--- src/rtl/mshr_pkg.sv ---
package mshr_pkg;
  // Index of the least significant set bit; 0 when the vector is empty.
  function automatic int unsigned lowest_one(input logic [63:0] v);
    lowest_one = 0;
    for (int i = 63; i >= 0; i--) begin
      if (v[i]) lowest_one = i;
    end
  endfunction
endpackage

--- src/rtl/mshr_scoreboard.sv ---
module mshr_scoreboard #(
  parameter int NREG = 32,
  localparam int REG_AW = $clog2(NREG)
) (
  input  logic              clk,
  input  logic              rst,
  input  logic              set_en,
  input  logic [REG_AW-1:0] set_reg,
  input  logic              clr_en,
  input  logic [REG_AW-1:0] clr_reg,
  input  logic [REG_AW-1:0] q_reg,
  output logic [NREG-1:0]   empty_vec,
  output logic              q_empty
);
  logic [NREG-1:0] empty_q;

  always_ff @(posedge clk) begin
    if (rst) begin
      empty_q <= '0;
    end else begin
      if (clr_en) empty_q[clr_reg] <= 1'b0;
      if (set_en) empty_q[set_reg] <= 1'b1;
    end
  end

  assign empty_vec = empty_q;
  assign q_empty   = empty_q[q_reg];

  // a register is only marked empty while it is full
  a_r6_set_when_full: assert property (@(posedge clk) disable iff (rst)
    set_en |-> !empty_q[set_reg]);
  // a writeback only releases a register that was waiting
  a_r9_clear_when_empty: assert property (@(posedge clk) disable iff (rst)
    clr_en |-> empty_q[clr_reg]);
  // the released register reads full one cycle later
  a_r9_full_after_clear: assert property (@(posedge clk) disable iff (rst)
    (clr_en && !(set_en && set_reg == clr_reg)) |=> !empty_q[$past(clr_reg)]);
endmodule

--- src/rtl/mshr_slot.sv ---
module mshr_slot #(
  parameter int LINE_AW = 26,
  parameter int WORDS   = 4,
  parameter int WORD_W  = 32,
  parameter int REG_AW  = 5,
  localparam int OFS_W  = $clog2(WORDS)
) (
  input  logic                     clk,
  input  logic                     rst,
  input  logic                     alloc_en,
  input  logic                     merge_en,
  input  logic [LINE_AW-1:0]       req_line,
  input  logic [OFS_W-1:0]         req_word,
  input  logic [REG_AW-1:0]        req_rd,
  input  logic                     fill_valid,
  input  logic [LINE_AW-1:0]       fill_line,
  input  logic [WORDS*WORD_W-1:0]  fill_data,
  input  logic                     drain_en,
  input  logic [OFS_W-1:0]         drain_word,
  output logic                     busy,
  output logic                     filled,
  output logic                     hit,
  output logic                     claimed,
  output logic [WORDS-1:0]         want,
  output logic [WORDS*REG_AW-1:0]  rd_flat,
  output logic [WORDS*WORD_W-1:0]  data_flat
);
  logic               busy_q, filled_q;
  logic [LINE_AW-1:0] line_q;
  logic [WORDS-1:0]   want_q;
  logic [WORDS-1:0]   want_left;
  logic [REG_AW-1:0]  rd_mem [WORDS];
  logic [WORD_W-1:0]  dat_mem [WORDS];
  logic               fill_hit;

  assign fill_hit  = fill_valid && busy_q && !filled_q && (line_q == fill_line);
  assign want_left = want_q & ~(WORDS'(1) << drain_word);

  always_ff @(posedge clk) begin
    if (rst) begin
      busy_q   <= 1'b0;
      filled_q <= 1'b0;
      want_q   <= '0;
    end else if (alloc_en) begin
      busy_q   <= 1'b1;
      filled_q <= 1'b0;
      want_q   <= WORDS'(1) << req_word;
    end else begin
      if (merge_en) want_q[req_word] <= 1'b1;
      if (fill_hit) filled_q <= 1'b1;
      if (drain_en) begin
        want_q[drain_word] <= 1'b0;
        if (want_left == '0) begin
          busy_q   <= 1'b0;
          filled_q <= 1'b0;
        end
      end
    end
  end

  // storage without reset; validity is carried by busy_q and want_q
  always_ff @(posedge clk) begin
    if (alloc_en) line_q <= req_line;
    if (alloc_en || merge_en) rd_mem[req_word] <= req_rd;
    if (fill_hit) begin
      for (int w = 0; w < WORDS; w++) dat_mem[w] <= fill_data[w*WORD_W +: WORD_W];
    end
  end

  genvar g;
  generate
    for (g = 0; g < WORDS; g++) begin : g_out
      assign rd_flat[g*REG_AW +: REG_AW]   = rd_mem[g];
      assign data_flat[g*WORD_W +: WORD_W] = dat_mem[g];
    end
  endgenerate

  assign busy    = busy_q;
  assign filled  = filled_q;
  assign hit     = busy_q && (line_q == req_line);
  assign claimed = want_q[req_word];
  assign want    = want_q;

  // allocation only lands in a free entry
  a_r2_alloc_into_free: assert property (@(posedge clk) disable iff (rst)
    alloc_en |-> !busy_q);
  // a merge joins an open, unfilled entry on an unclaimed word
  a_r3_merge_open_word: assert property (@(posedge clk) disable iff (rst)
    merge_en |-> (busy_q && !filled_q && !want_q[req_word]));
  // writeback only drains a filled entry's waiting word
  a_r8_drain_ready: assert property (@(posedge clk) disable iff (rst)
    drain_en |-> (filled_q && want_q[drain_word]));
endmodule

--- src/rtl/mshr_drain_pick.sv ---
module mshr_drain_pick #(
  parameter int NUM_ENT = 4,
  parameter int WORDS   = 4,
  localparam int ENT_W  = (NUM_ENT > 1) ? $clog2(NUM_ENT) : 1,
  localparam int OFS_W  = $clog2(WORDS)
) (
  input  logic [NUM_ENT-1:0]       ready,
  input  logic [NUM_ENT*WORDS-1:0] want_all,
  output logic                     pick_valid,
  output logic [ENT_W-1:0]         pick_ent,
  output logic [OFS_W-1:0]         pick_word
);
  logic [WORDS-1:0] sel_want;

  always_comb begin
    pick_valid = |ready;
    pick_ent   = ENT_W'(mshr_pkg::lowest_one(64'(ready)));
    sel_want   = want_all[pick_ent*WORDS +: WORDS];
    pick_word  = OFS_W'(mshr_pkg::lowest_one(64'(sel_want)));
  end
endmodule

--- src/rtl/mshr_file.sv ---
module mshr_file #(
  parameter int NUM_ENT = 4,
  parameter int LINE_AW = 26,
  parameter int WORDS   = 4,
  parameter int WORD_W  = 32,
  parameter int NREG    = 32,
  localparam int OFS_W  = $clog2(WORDS),
  localparam int REG_AW = $clog2(NREG)
) (
  input  logic                    clk,
  input  logic                    rst,
  input  logic                    miss_valid,
  input  logic [LINE_AW-1:0]      miss_line,
  input  logic [OFS_W-1:0]        miss_word,
  input  logic [REG_AW-1:0]       miss_rd,
  output logic                    miss_stall,
  output logic                    memreq_valid,
  output logic [LINE_AW-1:0]      memreq_line,
  input  logic                    fill_valid,
  input  logic [LINE_AW-1:0]      fill_line,
  input  logic [WORDS*WORD_W-1:0] fill_data,
  output logic                    wb_valid,
  output logic [REG_AW-1:0]       wb_rd,
  output logic [WORD_W-1:0]       wb_data,
  input  logic [REG_AW-1:0]       qry_reg,
  output logic                    qry_empty
);
  localparam int ENT_W = (NUM_ENT > 1) ? $clog2(NUM_ENT) : 1;

  logic [NUM_ENT-1:0]              s_busy, s_filled, s_hit, s_claimed;
  logic [NUM_ENT-1:0]              alloc_vec, merge_vec, drain_vec;
  logic [NUM_ENT*WORDS-1:0]        s_want;
  logic [NUM_ENT*WORDS*REG_AW-1:0] s_rd;
  logic [NUM_ENT*WORDS*WORD_W-1:0] s_data;
  logic [NREG-1:0]                 sb_empty;

  logic             match_any, free_any, stall_c, accept;
  logic [ENT_W-1:0] free_idx;
  logic             pick_valid;
  logic [ENT_W-1:0] pick_ent;
  logic [OFS_W-1:0] pick_word;
  logic [REG_AW-1:0] pick_rd;
  logic [WORD_W-1:0] pick_data;

  genvar g;
  generate
    for (g = 0; g < NUM_ENT; g++) begin : g_slot
      mshr_slot #(
        .LINE_AW(LINE_AW), .WORDS(WORDS), .WORD_W(WORD_W), .REG_AW(REG_AW)
      ) u_slot (
        .clk       (clk),
        .rst       (rst),
        .alloc_en  (alloc_vec[g]),
        .merge_en  (merge_vec[g]),
        .req_line  (miss_line),
        .req_word  (miss_word),
        .req_rd    (miss_rd),
        .fill_valid(fill_valid),
        .fill_line (fill_line),
        .fill_data (fill_data),
        .drain_en  (drain_vec[g]),
        .drain_word(pick_word),
        .busy      (s_busy[g]),
        .filled    (s_filled[g]),
        .hit       (s_hit[g]),
        .claimed   (s_claimed[g]),
        .want      (s_want[g*WORDS +: WORDS]),
        .rd_flat   (s_rd[g*WORDS*REG_AW +: WORDS*REG_AW]),
        .data_flat (s_data[g*WORDS*WORD_W +: WORDS*WORD_W])
      );
    end
  endgenerate

  // request side: merge, allocate or stall
  always_comb begin
    match_any  = |s_hit;
    free_any   = ~&s_busy;
    free_idx   = ENT_W'(mshr_pkg::lowest_one(64'(~s_busy)));
    stall_c    = sb_empty[miss_rd] || (|(s_hit & s_filled)) || (|(s_hit & s_claimed))
                 || (!match_any && !free_any);
    miss_stall = miss_valid && stall_c;
    accept     = miss_valid && !stall_c;
    merge_vec  = accept ? s_hit : '0;
    alloc_vec  = (accept && !match_any) ? (NUM_ENT'(1) << free_idx) : '0;
  end

  mshr_drain_pick #(.NUM_ENT(NUM_ENT), .WORDS(WORDS)) u_pick (
    .ready     (s_busy & s_filled),
    .want_all  (s_want),
    .pick_valid(pick_valid),
    .pick_ent  (pick_ent),
    .pick_word (pick_word)
  );

  always_comb begin
    drain_vec = pick_valid ? (NUM_ENT'(1) << pick_ent) : '0;
    pick_rd   = s_rd[(pick_ent*WORDS + pick_word)*REG_AW +: REG_AW];
    pick_data = s_data[(pick_ent*WORDS + pick_word)*WORD_W +: WORD_W];
  end

  mshr_scoreboard #(.NREG(NREG)) u_sb (
    .clk      (clk),
    .rst      (rst),
    .set_en   (accept),
    .set_reg  (miss_rd),
    .clr_en   (pick_valid),
    .clr_reg  (pick_rd),
    .q_reg    (qry_reg),
    .empty_vec(sb_empty),
    .q_empty  (qry_empty)
  );

  always_ff @(posedge clk) begin
    if (rst) begin
      memreq_valid <= 1'b0;
      wb_valid     <= 1'b0;
    end else begin
      memreq_valid <= accept && !match_any;
      wb_valid     <= pick_valid;
    end
    if (accept && !match_any) memreq_line <= miss_line;
    if (pick_valid) begin
      wb_rd   <= pick_rd;
      wb_data <= pick_data;
    end
  end

  // one line is never covered by two entries
  a_r3_single_cover: assert property (@(posedge clk) disable iff (rst)
    $onehot0(s_hit));
  // a memory request follows a miss taken in the previous cycle
  a_r2_req_follows_miss: assert property (@(posedge clk) disable iff (rst)
    memreq_valid |-> $past(miss_valid && !miss_stall));
  // the written register already reads full
  a_r9_wb_reg_full: assert property (@(posedge clk) disable iff (rst)
    wb_valid |-> !sb_empty[wb_rd]);
  // the picker only selects a word that is waiting
  a_r8_pick_has_waiter: assert property (@(posedge clk) disable iff (rst)
    pick_valid |-> s_want[pick_ent*WORDS + pick_word]);
endmodule

--- config.mk ---
export PLATFORM = sky130hd
export DESIGN_NAME = mshr_file
export DESIGN_NICKNAME = d
export VERILOG_FILES = /design/src/rtl/mshr_pkg.sv /design/src/rtl/mshr_scoreboard.sv /design/src/rtl/mshr_slot.sv /design/src/rtl/mshr_drain_pick.sv /design/src/rtl/mshr_file.sv
export SDC_FILE = /design/constraint.sdc
export NUM_CORES = 1
export LEC_CHECK = 0
export ABC_AREA = 1
export BUFFER_PORTS_ARGS = -buffer_cell sky130_fd_sc_hd__buf_4
export CORE_MARGIN = 3
export CORE_UTILIZATION = 40
export CTS_CLUSTER_DIAMETER = 120
export DETAILED_ROUTE_END_ITERATION = 6
export PLACE_DENSITY = 0.6
export SLEW_MARGIN = 20
export SYNTH_ARGS = -nofsm -noshare
export SYNTH_HDL_FRONTEND = slang
export SYNTH_HIERARCHICAL = 1
export SYNTH_SLANG_ARGS = --single-unit
--- constraint.sdc ---
create_clock -name clk -period 6.5 [get_ports clk]
set_clock_uncertainty 0.05 [all_clocks]
set_input_delay 0 -clock clk [delete_from_list [all_inputs] [get_ports clk]]
set_output_delay 0 -clock clk [all_outputs]
set_load 0.02 [all_outputs]
==> results.md, run 1 <==
* Status: finished clean
* Endpoint, Worst Hold: g_slot[2].u_slot/dat_mem[1][19]
* Worst slew margin relative to its limit at about a third
* Count of H-tree levels built during CTS at 3
* Post-route cell area at 0.04553 mm2
* Startpoint of the worst-slack reg-to-reg timing path: g_slot[2].u_slot/busy
* Area growth from synthesis to layout at 21.72%
* Area of all sequential standard cells at roughly 0.024 mm2
* Detail-routed net length per standard cell at around 20 um
* Top cell type by total area after synthesis: sky130_fd_sc_hd__edfxtp_1
* Number of input and output port buffers inserted at between 200 and 300
* TritonCTS Sinks at 817
* TritonCTS clock tree: done
* Largest fanout of any net on the critical path at approximately 200
* Power density cells at roughly 260 mW/mm2
* Most frequent cell after synthesis: sky130_fd_sc_hd__nand2_1
* Post-synthesis instance area at approximately 0.037 mm2
* Unrepaired setup endpoints after global routing: false
* Nets at about 4300
* Clock period minus final worst setup slack at around 5.4 ns
* Startpoint of the lowest-slack hold path: fill_data[51]
* Start-to-end type of the worst setup path: flop to flop
* Ranking of synthesized cells by area: sky130_fd_sc_hd__edfxtp_1 61%, sky130_fd_sc_hd__nand2_1 7.9%, sky130_fd_sc_hd__o21ai_0 5.0%
* Post-CTS Resized at 0
* Pre-CTS setup slack at between 1 and 1.5 ns
* DR vias at ~28000
* Yosys warnings at 6
* Total Wirelength at approximately 110000 um
* Site row count at approximately 110
* Flop and latch count out of synthesis at 817
* Cell Int Power at between 0.009 and 0.01 W
* Peak supply drop at between 0.0002 and 0.0003 V
* Max-cap violations at 0
* Via count of the first global-routing pass at ~28000
* Startpoint Class: flop
* Synth unique cells at 58
* Standby leakage power at 16.57 nW
* Worst slew pin tran at 1.003 ns
* Width of the die at just over 300 um
* Number of endpoints failing setup at the final stage at 0
* Overall die height at around 310 um
* Net Switching at 0.002906 W
* Endpoint type of the worst setup path: flop
* Number of top-level pins at about 260
* Required time at the worst-slack endpoint at 6.96 ns
* First-pass GRT wire length at between 150000 and 200000 um
* Cells after Synth at ~3600
* Average instance area after synthesis at 10.28 um2
* Post-route DRC violation count at 0
* Setup slack on the worst flop-to-flop path at ~1.1 ns
* Violation count after the first detailed-routing iteration at between 2000 and 3000
* Total die area at about 0.097 mm2
* Cell at the root of the clock tree: sky130_fd_sc_hd__clkbuf_16
* Via-to-Cell Ratio at around 5.3
* Largest net degree at the start of global routing at a little over 200
* Count of TritonRoute iterations in the first routing pass at 5
* Max-slew violation count at 0
* Floorplan Core Area at between 0.09 and 0.1 mm2
* Number of flops mapped to enable cells by yosys at 759
* Post-synthesis sequential area ratio at between 60 and 70%
* Share of synthesized registers carrying an async set or reset at 0%
* Depth of the most critical reg-to-reg path at 23
* Filler cell count in the final layout at 8371
* TritonCTS buffer count at between 80 and 90
* WP data arrival at 5.84 ns
* Hold Fails Final Rpt at 0
* Fraction of power consumed by the clock network at a little over two fifths
* Effective utilization at floorplan at 40.56%
* Reg2Reg Capture Point: u_sb/empty_vec[28]
* Clock edge transition at the registers on the reported setup and hold paths at about 0.060 ns
* Worst-case clock buffer depth at 3
* Overall routing resource usage at 21.50%
* Clock latency at the later pin of the worst-skew pair at about 0.7 ns
* Total area of multi-input combinational cells at between 0.01 and 0.015 mm2
* Final worst slack at between 1 and 1.5 ns
* Final weighted congestion in routability-driven placement at roughly 0.95
* Area post-placement at between 0.04 and 0.05 mm2
* Final setup TNS at 0 ns
* Top-area cell type share of the netlist area at roughly 60%
* Top FF cell, synth: sky130_fd_sc_hd__edfxtp_1
* Total Power Consumption at ~0.012 W
* Total half-perimeter wirelength after legalization and detailed placement at approximately 66000 um
* Share of post-route cells with drive strength above 1 at about an eighth
* Min-Delay Path Class: input port to flop
* Combinational fraction of design power at 9.9%
* Top cells by instance count after synthesis: 786 x sky130_fd_sc_hd__nand2_1, 759 x sky130_fd_sc_hd__edfxtp_1, 444 x sky130_fd_sc_hd__nor2_1
* Number of antenna violations at the first check in global routing at 8
* Net switching fraction of the power at roughly a quarter
* Number of nets with antenna violations after detailed routing at 0
* Sequential fraction of design power at between 40% and 50%
* Synthesized net count at around 3800
* Residual overflow from global routing at 0
* Hold Path Cell Cnt at 2
* Max Fclk at roughly 190 MHz
* Ratio of final minimum period to clock period at slightly above 80%
## routing by layer
metal	routed length (um)	share of wire, %	track usage [%]
met1	45600	43	29.03
met2	51290	48	35.55
met3	6496	6.1	3.212
met4	3521	3.3	7.319
met5	28	0.026	0
## what timing repair did
item	CTS	global route
buffers inserted	0	0
endpoints found under the hold margin	841	0
hold buffers	216	0
## critical path, cell delays in order, from the launching register on
cell and delay [ns]:
sky130_fd_sc_hd__dfxtp_1 0.51, sky130_fd_sc_hd__nand2_1 0.09, sky130_fd_sc_hd__inv_1 0.08, sky130_fd_sc_hd__nor2_1 0.08
sky130_fd_sc_hd__nor2_2 0.10, sky130_fd_sc_hd__nand2_2 0.11, sky130_fd_sc_hd__inv_4 0.17, sky130_fd_sc_hd__nand3_1 0.10
sky130_fd_sc_hd__nand2_1 0.08, sky130_fd_sc_hd__nand2_1 0.09, sky130_fd_sc_hd__a21oi_4 0.17, sky130_fd_sc_hd__buf_12 0.63
sky130_fd_sc_hd__clkinv_8 0.78, sky130_fd_sc_hd__o21ai_0 0.56, sky130_fd_sc_hd__or2_0 0.16, sky130_fd_sc_hd__nand3_1 0.08
sky130_fd_sc_hd__nand3_1 0.12, sky130_fd_sc_hd__nand3_1 0.10, sky130_fd_sc_hd__nand3_1 0.13, sky130_fd_sc_hd__nand2_1 0.12
sky130_fd_sc_hd__inv_1 0.09, sky130_fd_sc_hd__nand3_1 0.30, sky130_fd_sc_hd__o21ai_0 0.32, sky130_fd_sc_hd__a21oi_1 0.09
## power by group through the flow
| stage | Combinational, W | Sequential [W] | Clock, W |
|---|---|---|---|
| 3_5_place_dp | 0.00107 | 0.00593 | 0 |
| 5_1_grt | 0.00131 | 0.00582 | 0.00534 |
| 3_3_place_gp | 0.00107 | 0.00593 | 0 |
| 6_report | 0.00119 | 0.00582 | 0.00502 |
| 2_1_floorplan | 0.000649 | 0.00594 | 0 |
| 4_1_cts | 0.00118 | 0.00582 | 0.00513 |
## worst max path at each step
stage,end,from,slack [ns],cells after the start
2_1_floorplan,g_slot[3].u_slot/dat_mem[0][0],g_slot[3].u_slot/line_q[5],1.72,5
3_3_place_gp,u_sb/empty_vec[24],g_slot[2].u_slot/busy,1.55,27
3_5_place_dp,u_sb/empty_vec[10],g_slot[2].u_slot/busy,1.42,27
4_1_cts,u_sb/empty_vec[10],g_slot[2].u_slot/busy,1.40,27
5_1_grt,u_sb/empty_vec[10],g_slot[2].u_slot/busy,0.57,26
6_report,u_sb/empty_vec[28],g_slot[2].u_slot/busy,1.12,23
## stage by stage
stage | std cells | hold WS [ns] | util [%]
after global placement | 5013 | 0.1540 | 43.86
after global routing | 5391 | 0.01596 | 49.37
after CTS | 5388 | 0.0003252 | 49.35
after detailed placement | 5013 | 0.1557 | 43.86
after floorplan | 3639 | 0.01907 | -
final | 5393 | 0.02963 | 49.37
## final cells by class
type                       count  area share [%]
antenna                        5         0.02748
multi-input combinational   2404           25.70
clock inverter                59           1.289
clock buffer                 100           5.095
timing repair buffer         504           9.670
tap                         1243           3.416
inverter                     261           2.201
sequential                   817           52.61
## logic make-up (layout without fill, tap and decap cells)
kind of cell	after synthesis	in the layout	synth area share, %
fa+ha+maj	5	5	0.1873
xor+xnor	109	109	2.552
flops	817	817	64.03
other cells	0	5	0
simple gates	1592	1592	17.83
buf+inv	418	924	4.984
mux	2	2	0.05352
compound gates	696	696	10.36
## flip-flops by register name, indices dropped and copies added (netlist names)
| signal | cells |
|---|---|
| wb_valid | 1 |
| g_slot.u_slot/busy | 4 |
| g_slot.u_slot/want | 16 |
| g_slot.u_slot/filled | 4 |
| g_slot.u_slot/rd_mem | 80 |
| memreq_line | 26 |
| memreq_valid | 1 |
| u_sb/empty_vec | 32 |
| g_slot.u_slot/dat_mem | 512 |
| wb_data | 32 |
| wb_rd | 5 |
| g_slot.u_slot/line_q | 104 |
## cell usage in the layout (no fill, tap or decap), drive strengths merged, types with 2 or more instances in the layout
cell	instances
a22oi	4
clkinv	43
edfxtp	759
o21ai	423
o221ai	6
a31oi	4
dlygate4sd3	216
nor3	30
nor4	4
xnor2	58
o2111ai	2
buf	288
clkinvlp	6
nand2	799
xor2	51
clkbuf	100
inv	263
o22ai	148
nor3b	10
or2	30
o211ai	15
nor2	450
diode	5
and2	6
nand3b	4
bufinv	8
a221oi	4
nand3	202
nand4	51
a21oi	85
ha	4
o311ai	4
dfxtp	58
mux2i	2
nor2b	4
(Power assumes the default switching activity.)
==> run 2, diff against run 1 <==
Clock period 6.5 ns to 4.3 ns, I/O delays scaled along.
==> results.md, run 2 (synthesized netlist as in run 1, its figures left out) <==
* Largest fanout of any net on the critical path at 2
* Register with the highest flop count: g_slot.u_slot/dat_mem
* Overall die height at ~310 um
* Post-layout util at between 40% and 50%
* Clock edge transition at the registers on the reported setup and hold paths at approximately 0.06 ns
* Number of antenna violations at the first check in global routing at 8
* Total die area at around 0.097 mm2
* Floorplan Core Area at 0.09222 mm2
* Residual overflow from global routing at 0
* Status: finished clean
* Max reg flops at 512
* Required time at the worst-slack endpoint at roughly 4.9 ns
* Area growth from synthesis to layout at 23.20%
* Startpoint Class: flop
* Worst-case clock buffer depth at 3
* Max-slew violation count at 0
* TritonCTS clock tree: done
* Endpoint type of the worst setup path: flop
* Cell at the root of the clock tree: sky130_fd_sc_hd__clkbuf_16
* Final weighted congestion in routability-driven placement at 0.9324
* Leading cell type in the layout, fill and taps excluded: sky130_fd_sc_hd__nand2_1
* First-pass GRT wire length at roughly 170000 um
* Power density cells at around 400 mW/mm2
* Number of nets with antenna violations after detailed routing at 0
* Width of the die at between 300 and 400 um
* Unrepaired setup endpoints after global routing: true
* Hold Path Cell Cnt at 2
* Depth of the most critical reg-to-reg path at 12
* Worst slew margin relative to its limit at about a quarter
* Area post-placement at about 0.041 mm2
* Site row count at ~110
* WP data arrival at 4.67 ns
* Detail-routed net length per standard cell at approximately 20 um
* TritonCTS Sinks at roughly 820
* Hold Fails Final Rpt at 0
* Post-route cell area at between 0.04 and 0.05 mm2
* Count of H-tree levels built during CTS at 3
* DR vias at roughly 29000
* Min-Delay Path Class: input port to flop
* Via count of the first global-routing pass at roughly 28000
* Start-to-end type of the worst setup path: flop to flop
* Largest net degree at the start of global routing at 125
* TritonCTS buffer count at 89
* Number of top-level pins at about 260
* Nets at 4338
* Clock latency at the later pin of the worst-skew pair at between 0.6 and 0.7 ns
* Number of input and output port buffers inserted at approximately 260
* Peak supply drop at a little under 0.0003 V
* Max-cap violations at 0
* Effective utilization at floorplan at between 40% and 50%
* Number of endpoints failing setup at the final stage at 0
* Count of TritonRoute iterations in the first routing pass at 6
* Max Fclk at ~240 MHz
* Clock period minus final worst setup slack at approximately 4 ns
* Total Wirelength at 109100 um
* Largest registers: g_slot.u_slot/dat_mem: 512 flops, g_slot.u_slot/line_q: 104 flops, g_slot.u_slot/rd_mem: 80 flops
* Standby leakage power at approximately 17 nW
* Overall routing resource usage at 21.87%
* Share of post-route cells with drive strength above 1 at a little over an eighth
* Post-route DRC violation count at 0
* Top library cells by usage in the layout, fill and taps aside: 782 x sky130_fd_sc_hd__nand2_1, 759 x sky130_fd_sc_hd__edfxtp_1, 431 x sky130_fd_sc_hd__nor2_1
* Worst slew pin tran at 1.140 ns
* Ratio of final minimum period to clock period at 95.71%
* Via-to-Cell Ratio at 5.263
* Total half-perimeter wirelength after legalization and detailed placement at just under 70000 um
* Violation count after the first detailed-routing iteration at 2793
-- run 2: power by group --
part | internal, W | switching, W
clock | 0.00417 | 0.00323
combinational | 0.000685 | 0.00117
sequential | 0.00876 | 0.0000357
-- run 2: area by class of cell --
class / count / area, um2
sequential: 817 / 23950
tap: 1243 / 1555
antenna: 10 / 25.02
inverter: 261 / 1003
clock inverter: 47 / 449.2
clock buffer: 118 / 2377
timing repair buffer: 564 / 4980
fill: 8322 / 46130
multi-input combinational: 2404 / 11740
-- run 2: layer usage --
metal	vias up	global-route usage (%)	routed length (um)
met3	229	4.230	7692
met5	-	0.2470	27
met4	4	8.378	4032
met2	1064	35.91	51990
met1	13770	28.70	45390
li1	13690	-	-
-- run 2: per-stage QoR --
step	worst slack, ns	std cells	total power (W)	hold slack (ns)	setup TNS (ns)
2_1_floorplan	0.1679	3639	0.009966	0.01907	0
3_3_place_gp	0.1503	5054	0.01062	0.1528	0
3_5_place_dp	0.05536	5054	0.01062	0.1572	0
4_1_cts	0.04902	5452	0.01819	0.00002914	0
5_1_grt	-0.05270	5460	0.01873	0.008584	-0.6564
6_report	0.1843	5464	0.01805	0.03745	0
-- run 2: critical path, stage by stage, from the launching register on --
cell and delay [ns]:
sky130_fd_sc_hd__edfxtp_1 0.45, sky130_fd_sc_hd__xnor2_2 0.27, sky130_fd_sc_hd__nand2_1 0.08, sky130_fd_sc_hd__dlygate4sd3_1 0.57
sky130_fd_sc_hd__nor2_1 0.10, sky130_fd_sc_hd__dlygate4sd3_1 0.55, sky130_fd_sc_hd__nand2_1 0.05, sky130_fd_sc_hd__dlygate4sd3_1 0.56
sky130_fd_sc_hd__nor2_1 0.10, sky130_fd_sc_hd__dlygate4sd3_1 0.56, sky130_fd_sc_hd__nand2_1 0.05, sky130_fd_sc_hd__dlygate4sd3_1 0.56
sky130_fd_sc_hd__a21oi_2 0.13
-- run 2: timing repair --
item | CTS | global route
setup endpoints to repair | 0 | 46
buffers inserted | 0 | 2
endpoints found under the hold margin | 850 | 0
hold buffers | 233 | 0
resized for setup | 0 | 23
-- run 2: path summary, 6_finish.rpt --
check	to	slack (ns)	start
max	g_slot[0].u_slot/filled	0.18	g_slot[0].u_slot/line_q[4]
max reg2reg	g_slot[0].u_slot/filled	0.18	g_slot[0].u_slot/line_q[4]
min	g_slot[3].u_slot/dat_mem[1][10]	0.04	fill_data[42]
min reg2reg	g_slot[3].u_slot/filled	0.44	g_slot[3].u_slot/filled
